===== src/rtl/i2c_byte_shifter.sv =====
module i2c_byte_shifter #(
  parameter int HALF  = 4,
  parameter int SPACE = 6
) (
  input  logic       clk,
  input  logic       rst,
  input  logic       acc,
  input  logic       acc_wr,
  input  logic [7:0] wdata,
  output logic [7:0] rdata,
  output logic       acc_busy,
  input  logic       ser_en,
  input  logic       rx_mode,
  input  logic       ack_en,
  input  logic       bus_busy,
  input  logic       start_done,
  input  logic       sda_in,
  output logic       sda_drive_low,
  output logic       scl_drive_low,
  output logic       pend,
  output logic       lrb
);
  localparam int DW = $clog2(HALF + 1);
  localparam int SW = $clog2(SPACE + 1);

  logic [7:0]    shreg, rbuf;
  logic [3:0]    bitcnt;
  logic [DW-1:0] div;
  logic [SW-1:0] gap;
  logic          hi, active, started, kick, pend_q, lrb_q;

  wire take   = acc && (gap == '0);
  wire tick   = active && (div == '0);
  wire launch = !active && started && bus_busy && ser_en && kick;
  wire ackbit = (bitcnt == 4'd8);

  always_ff @(posedge clk) begin
    if (rst) begin
      shreg   <= '0;
      rbuf    <= '0;
      bitcnt  <= '0;
      div     <= '0;
      gap     <= '0;
      hi      <= 1'b0;
      active  <= 1'b0;
      started <= 1'b0;
      kick    <= 1'b0;
      pend_q  <= 1'b0;
      lrb_q   <= 1'b0;
    end else begin
      if (take)             gap <= SW'(SPACE);
      else if (gap != '0)   gap <= gap - 1'b1;

      if (!bus_busy)        started <= 1'b0;
      else if (start_done)  started <= 1'b1;

      if (!bus_busy) begin
        active <= 1'b0;
        hi     <= 1'b0;
        bitcnt <= '0;
      end else if (launch) begin
        active <= 1'b1;
        hi     <= 1'b0;
        bitcnt <= '0;
        div    <= DW'(HALF - 1);
      end else if (tick) begin
        div <= DW'(HALF - 1);
        if (!hi) begin
          hi <= 1'b1;
          if (ackbit) begin
            if (!rx_mode) lrb_q <= sda_in;
          end else if (rx_mode) begin
            shreg <= {shreg[6:0], sda_in};
          end
        end else begin
          hi <= 1'b0;
          if (ackbit) begin
            active <= 1'b0;
            bitcnt <= '0;
          end else begin
            bitcnt <= bitcnt + 4'd1;
            if (!rx_mode) shreg <= {shreg[6:0], 1'b0};
            if (bitcnt == 4'd7 && rx_mode) rbuf <= shreg;
          end
        end
      end else if (active) begin
        div <= div - 1'b1;
      end

      if (take && acc_wr) shreg <= wdata;

      if (take && (acc_wr ^ rx_mode)) kick <= 1'b1;
      else if (launch)                kick <= 1'b0;

      if (tick && hi && bitcnt == 4'd7) pend_q <= 1'b1;
      else if (take)                    pend_q <= 1'b0;
    end
  end

  assign rdata         = rbuf;
  assign acc_busy      = (gap != '0);
  assign pend          = pend_q;
  assign lrb           = lrb_q;
  assign scl_drive_low = started && !(active && hi);
  assign sda_drive_low = active && (ackbit ? (rx_mode && ack_en) : (!rx_mode && !shreg[7]));
endmodule


===== config.mk =====
export PLATFORM = sky130hd
export DESIGN_NAME = i2c_byte_shifter
export DESIGN_NICKNAME = d
export VERILOG_FILES = /design/src/rtl/i2c_byte_shifter.sv
export SDC_FILE = /design/constraint.sdc
export NUM_CORES = 1
export LEC_CHECK = 0
export BUFFER_PORTS_ARGS = -buffer_cell sky130_fd_sc_hd__buf_2
export CAP_MARGIN = 25
export CELL_PAD_IN_SITES_DETAIL_PLACEMENT = 2
export CELL_PAD_IN_SITES_GLOBAL_PLACEMENT = 2
export CORE_AREA = 2 2 72 74
export DETAILED_ROUTE_END_ITERATION = 10
export DIE_AREA = 0 0 74 76
export GPL_TIMING_DRIVEN = 0
export HOLD_SLACK_MARGIN = 0.12
export PLACE_DENSITY = 0.74
export SETUP_SLACK_MARGIN = 0.1
export SLEW_MARGIN = 10
export SYNTH_ARGS = -nofsm -noshare
export SYNTH_HDL_FRONTEND = slang
export SYNTH_SLANG_ARGS = --single-unit

===== constraint.sdc =====
create_clock -name clk -period 2.5 [get_ports clk]
set_input_delay 0.5 -clock clk [delete_from_list [all_inputs] [get_ports clk]]
set_output_delay 0.5 -clock clk [all_outputs]
set_load 0.005 [all_outputs]

* After elaboration in Yosys (flattened, before gate mapping) *
Index checks and enable logic that the tools add are counted.
W data, S select, Z words.

operators by class
  add/sub/neg operators = 3
  equality and inequality tests = 5
  muxes and demuxes = 25
  bitwise gates (word level) = 6
  reduce and logical (&&, ||, !) cells = 42

operators with widths
  cell                   count
  $mux W8                9
  $reduce_and A6 Y1      3
  $logic_and A1 B1 Y1    16
  $reduce_bool A2 Y1     8
  $mux W3                5
  $mux W1                10
  $reduce_bool A3 Y1     3
  $logic_not A3 Y1       2
  $sub A3 B1 Y3 const B  2
  $not A1 Y1             5
  $add A4 B1 Y4 const B  1
  $eq A4 B3 Y1 const B   1
  $eq A4 B4 Y1 const B   1
  $logic_not A1 Y1       4
  $mux W4                1
  $ne A2 B1 Y1 const B   2
  $reduce_and A2 Y1      2
  $reduce_or A2 Y1       2
  $ne A3 B2 Y1 const B   1
  $reduce_and A3 Y1      1
  $reduce_or A3 Y1       1
  $xor A1 B1 Y1          1

word-level totals
  bits in registers = 32
  input bits = 18
  output and inout port bits = 13

* Longest topological paths before layout *
Gate-level depths: netlist of the first run.

  word-level depth = 8
  gate-level depth with buffers = 7

* Worst setup path before layout of the first run *
OpenSTA, ideal clock, no wires.

  path kind = flip-flop to flip-flop
  start = register div[0]
  end = register rbuf[4], in the netlist rdata[4]
  library setup time = 128 ps
  arrival time = 1,682 ps
  required time = 2,372 ps
  setup slack = 691 ps
  cell stages (with the launch flop) = 8
  path buffers = 0
  clock period less this slack = 1,809 ps
  cell sequence = dfxtp_1 inv_1 ha_1 ha_1 nand3_4 nor4_4 mux2i_1 nor2_1

on the way
  cells in the longest elaborated chain, start to end = 3

RTL lines
  what                         RTL line  text
  start: declaration           28        logic [DW-1:0] div;
  start signal: assignment     65        div <= DW'(HALF - 1);
  start signal: assignment     67        div <= DW'(HALF - 1);
  start signal: assignment     87        div <= div - 1'b1;
  $logic_not A3 Y1             33        wire tick = active && (div == '0);
  $logic_and A1 B1 Y1          33
  $reduce_and A6 Y1 (no line)  --
  end signal: assignment       83        if (bitcnt == 4'd7 && rx_mode) rbuf <= shreg;
  end: declaration             26        logic [7:0] shreg, rbuf;

Every way passes these cells.
A chain may end at the register's enable or synchronous reset.

* Worst setup path in the final report of the first run *
  start = register bitcnt[0]
  end = output sda_drive_low

on the way
  cells in the longest elaborated chain, start to end = 3

RTL lines
  what                      RTL line  text
  start: declaration        27        logic [3:0] bitcnt;
  start signal: assignment  81        bitcnt <= bitcnt + 4'd1;
  $eq A4 B4 Y1              35        wire ackbit = (bitcnt == 4'd8);
  $mux W1                   105       assign sda_drive_low = active && (ackbit ? (rx_mode && ack_en) : (!rx_mode && !shreg[7]));
  $logic_and A1 B1 Y1       105
  end: declaration          18        output logic sda_drive_low,

Every way passes these cells.

==> results.json, run 1 <==
{
  "dr_total_vias": 1276,
  "drt-initial-drc-count": 22,
  "area_growth_pct": 21.3,
  "clkSlewWorstSetupHoldPaths_ps": 70,
  "relSlewSlack_pct": 34.0,
  "period_share_pct": 89.4,
  "switching_share_pct": 28.9,
  "drive_above_1_share_pct": 21.5,
  "grt_max_degree": 11,
  "first_pass_iters": 4,
  "tns_ps": 0,
  "antenna_cells": 0,
  "cts.sinks": 32,
  "die_x_um": 74,
  "fin_crit_ps": 2230,
  "place.gp.congestion": 0.770,
  "synth_edf_count": 0,
  "clock_skew_ps": 2.77,
  "clk_path_buf_depth": 2,
  "holdPathStages": 3,
  "max-vdd-ir-drop_uv": 329,
  "reg2reg_slack_ps": 350,
  "sequentialPowerShare_pct": 47.4,
  "groute.usage.overall_pct": 16.0,
  "synth_nets": 192,
  "hold_buffers": 0,
  "rr_worst_depth": 7,
  "rsz0062_at_grt": "false",
  "cts_inserted_buffers": 5,
  "core_um2": 4910,
  "power_density_nw_per_um2": 677,
  "crit_path_max_fanout": 6,
  "wl_per_cell_um": 14.9,
  "cap_violations": 0,
  "worst-path-stages": 8,
  "grt_pass1_wl_um": 6850,
  "final-instance-count-excl-fill": 275,
  "hp-class": "input pin to register",
  "stdcell_area_um2": 1840,
  "ios": 31,
  "postSynthAreaPerCell_um2": 9.01,
  "final.fill_count": 581,
  "path_class": "register to output pin",
  "viasPerCell": 4.64,
  "finalNetCount": 228,
  "critPathSlowestCell": "dfxtp_1",
  "pwr-share-clk_pct": 33.5,
  "crit_buf_inv": 3,
  "dp_hpwl_um": 3080,
  "cts_root_buffer": "clkbuf_8",
  "synth_area_um2": 1510,
  "cts_tree": "done",
  "yosysSeqAreaShare_pct": 42.3,
  "setup_viol": 0,
  "slowest_delay_ps": 360,
  "ctsHtreeMaxLevel": 2,
  "grt.overflow.total": 0,
  "multi_input_comb_area_um2": 805,
  "dieArea_um2": 5620,
  "synth_flop_cell": "dfxtp_1",
  "clkLatencyLatePin_ps": 290,
  "start_kind": "register",
  "io_buffer_count": 29,
  "clock.fmax_ghz": 0.448,
  "netlist-cell-type-count": 40,
  "end_kind": "output pin",
  "initial_utilization_pct": 30.8,
  "ant_nets": 0,
  "cpLargestDelayFamily": "simple AND/OR/NAND/NOR gates",
  "finalMaxSlewViolations": 0,
  "postCtsSetupBuffers": 0,
  "num_rows": 26,
  "dpl.cell_count": 267,
  "switchingPower_uw": 360,
  "wl_um": 4090,
  "async_reset_ff_share_pct": 0,
  "yosysWarningCount": 0,
  "seqCellArea_um2": 641,
  "hold_violations": 0,
  "status": "finished clean",
  "comb_power_share_pct": 19.1,
  "cts_resized": 0,
  "p_leak_nw": 0.705,
  "p_int_uw": 884,
  "antenna_found_initial": 0,
  "first_global_vias": 1435,
  "chipHeight_um": 76,
  "utilization_pct": 37.4,
  "synthCells": 168,
  "worst_slew_pin_slew_ps": 988,
  "postPlaceCellArea_um2": 1750,
  "cp.arrival_ps": 1730,
  "ys_seq_elements": 32,
  "drc_errors": 0,
  "required_ps": 2000,
  "total_power_mw": 1.24,
  "crit_chain": "inv_1, ha_1, and3b_1, buf_6, nor3_1, a31oi_1, nor2b_1, buf_2"
}
## state kept, by name, indices dropped and copies added, names as in the netlist
register / cells
lrb: 1
started: 1
div: 3
bitcnt: 4
active: 1
hi: 1
rdata: 8
gap: 3
kick: 1
pend: 1
shreg: 8
## tightest hold or removal path, delay by kind of cell
kind | cells | cell delay, ps
buf+inv | 1 | 70
compound gates | 1 | 50
simple gates | 1 | 40
## path summary, 6_finish.rpt
check                               start            end
worst max-delay path            bitcnt[0]  sda_drive_low
worst min-delay path             wdata[2]       shreg[2]
worst max register to register     div[0]       rdata[7]
worst min register to register   rdata[0]       rdata[0]
## synthesized netlist by cell type (2+ instances only)
library cell	count	area, µm²
nand2_1	13	48.8
nor3_1	5	25.0
mux2i_1	17	170
and3_1	2	12.5
a21oi_1	7	35.0
xnor2_1	2	17.5
ha_1	6	75.1
buf_4	2	15.0
nor2b_1	2	12.5
nor2_1	29	109
inv_1	8	30.0
a211oi_1	3	22.5
o21ai_1	7	35.0
o21ai_0	3	15.0
and3b_1	2	17.5
nand2b_1	5	31.3
dfxtp_1	32	641
## cell usage in the layout (no fill, tap or decap), drive strengths merged, types with 2 or more instances in the layout
cell type	synthesis	layout
a21oi	7	7
ha	6	6
nor2	29	29
xnor2	2	2
inv	8	8
nand2	13	13
and3	3	3
clkbuf	1	9
nor2b	2	2
nand2b	5	5
o21ai	10	10
nand3	2	2
mux2i	17	17
a211oi	3	3
buf	5	34
and3b	2	2
nor3	6	6
dfxtp	32	32
nor4	2	2
## power groups by stage
stage               Sequential [mW]  Clock, mW  Combinational (mW)
finish                        0.590      0.416               0.237
global placement              0.597          0               0.223
global route                  0.597      0.456               0.270
floorplan                     0.590          0               0.168
detailed placement            0.601          0               0.240
CTS                           0.590      0.429               0.244
## layer usage
| layer | part of all wire, % | vias to the layer above | routed length (µm) | track usage [%] |
|---|---|---|---|---|
| met1 | 46 | 607 | 1880 | 18.3 |
| met5 | 0 | - | 0 | 0 |
| met3 | 3.4 | 6 | 139 | 4.23 |
| met4 | 1.6 | 0 | 65 | 5.45 |
| met2 | 49 | 22 | 2000 | 27.9 |
| li1 | - | 641 | - | - |
## stage by stage
step	hold WS, ps	setup slack, ps
finish	415	265
global route	430	148
CTS	415	257
detailed placement	488	314
global placement	474	377
floorplan	456	691
## logic make-up (layout without fill, tap and decap cells)
kind of cell	Yosys count	after routing	share of synthesized area, %
compound gates	26	26	10.1
xor+xnor	3	3	1.74
fa+ha+maj	6	6	4.96
buf+inv	14	51	4.54
flops	32	32	42.3
mux	18	18	12.0
simple gates	69	69	24.4
## cell type report
cell class | instances | area share [%]
multi-input combinational | 122 | 43.8
sequential | 32 | 34.9
timing repair buffer | 29 | 7.90
clock buffer | 8 | 4.90
tap | 70 | 4.77
buffer | 6 | 2.11
inverter | 8 | 1.63
No activity file was read; power rests on OpenSTA's default activity.
==> run 2, diff against run 1 <==
Settings changed: RECOVER_POWER set to 100.
==> results.json, run 2 (synthesized netlist as in run 1, its figures left out) <==
{
  "status": "finished clean",
  "switchingPower_uw": 356,
  "finalNetCount": 228,
  "initial_utilization_pct": 30.8,
  "core_um2": 4910,
  "final-instance-count-excl-fill": 275,
  "viasPerCell": 4.67,
  "cts_tree": "done",
  "dieArea_um2": 5620,
  "utilization_pct": 37.0,
  "antenna_cells": 0,
  "hp-class": "input pin to register",
  "ctsHtreeMaxLevel": 2,
  "final.fill_count": 581,
  "clkSlewWorstSetupHoldPaths_ps": 60,
  "cap_violations": 0,
  "fin_ws_ps": 260,
  "rsz0062_at_grt": "false",
  "setup_viol": 0,
  "switching_share_pct": 28.8,
  "min_to": "shreg[2]",
  "cts_inserted_buffers": 5,
  "hold_ws_ps": 413,
  "cp.arrival_ps": 1740,
  "grt_max_degree": 11,
  "dp_hpwl_um": 3080,
  "hold_buffers": 0,
  "sequentialPowerShare_pct": 47.8,
  "power_density_nw_per_um2": 680,
  "p_leak_nw": 0.669,
  "groute.usage.overall_pct": 16.0,
  "period_share_pct": 89.6,
  "tns_ps": 0,
  "r2r_start": "div[0]",
  "grt.overflow.total": 0,
  "ios": 31,
  "dr_total_vias": 1283,
  "cts_resized": 0,
  "postCtsSetupBuffers": 0,
  "relSlewSlack_pct": 34.6,
  "cts.sinks": 32,
  "clk_path_buf_depth": 2,
  "drt-initial-drc-count": 18,
  "crit_path_max_fanout": 6,
  "die_x_um": 74,
  "required_ps": 2000,
  "post-place-ws_ps": 314,
  "layout_common_cells": "dfxtp_1 (32), nor2_1 (29), buf_2 (20), mux2i_1 (17), clkbuf_1 (14)",
  "ant_nets": 0,
  "io_buffer_count": 29,
  "wl_per_cell_um": 14.8,
  "layout_commonest_cell": "dfxtp_1",
  "finalMaxSlewViolations": 0,
  "grt_pass1_wl_um": 6850,
  "clock_skew_ps": 0.955,
  "total_power_mw": 1.24,
  "hold_start": "wdata[2]",
  "num_rows": 26,
  "max-vdd-ir-drop_uv": 327,
  "r2r_end": "rdata[7]",
  "postPlaceCellArea_um2": 1750,
  "p_int_uw": 879,
  "dpl.cell_count": 267,
  "end_kind": "output pin",
  "antenna_found_initial": 0,
  "reg2reg_slack_ps": 340,
  "rr_worst_depth": 7,
  "drive_above_1_share_pct": 16.1,
  "path_class": "register to output pin",
  "chipHeight_um": 76,
  "first_pass_iters": 2,
  "start_kind": "register",
  "cts_root_buffer": "clkbuf_8",
  "drc_errors": 0,
  "fin_crit_ps": 2240,
  "comb_power_share_pct": 18.6,
  "clock.fmax_ghz": 0.446,
  "hold_violations": 0,
  "first_global_vias": 1435,
  "area_growth_pct": 20.0,
  "holdPathStages": 3,
  "clkLatencyLatePin_ps": 280,
  "stdcell_area_um2": 1820,
  "place.gp.congestion": 0.770,
  "wl_um": 4070,
  "worst_slew_pin_slew_ps": 978,
  "pwr-share-clk_pct": 33.6
}
[run 2: how the worst max path moves through the flow]
stage	slack, ps	start	depth (start not counted)	endpoint
finish	260	bitcnt[0]	8	sda_drive_low
global route	110	div[0]	7	shreg[0]
CTS	260	bitcnt[0]	8	sda_drive_low
detailed placement	310	div[0]	7	rdata[1]
global placement	380	div[0]	7	rdata[3]
floorplan	690	div[0]	7	rdata[4]
[run 2: power groups by stage]
stage	sequential, mW	combinational (mW)	clock [mW]
floorplan	0.590	0.168	0
global placement	0.597	0.223	0
detailed placement	0.601	0.240	0
CTS	0.590	0.244	0.429
global route	0.597	0.264	0.456
finish	0.590	0.230	0.415
[run 2: final cells by class]
cell class	instances	area, µm²	share of cell area [%]
Sequential cell	32	641	35.3
Multi-Input combinational cell	122	797	43.9
Tap cell	70	87.6	4.82
Inverter	8	30.0	1.65
Buffer	6	38.8	2.13
Clock buffer	8	90.1	4.96
Timing Repair Buffer	29	133	7.30
[run 2: worst max-delay path: stages (launching register included)]
cell      delay (ps)
dfxtp_1          360
inv_1             90
ha_1             220
and3b_1          190
buf_6            130
nor3_1           150
a31oi_1           70
nor2b_1          120
clkbuf_1         120
[run 2: layer usage]
metal	vias up	share of wire [%]	GRT usage, %
met2	22	49	27.9
met5	-	0	0
met1	610	46	18.3
met4	0	1.5	5.45
li1	644	-	-
met3	7	3.3	4.23
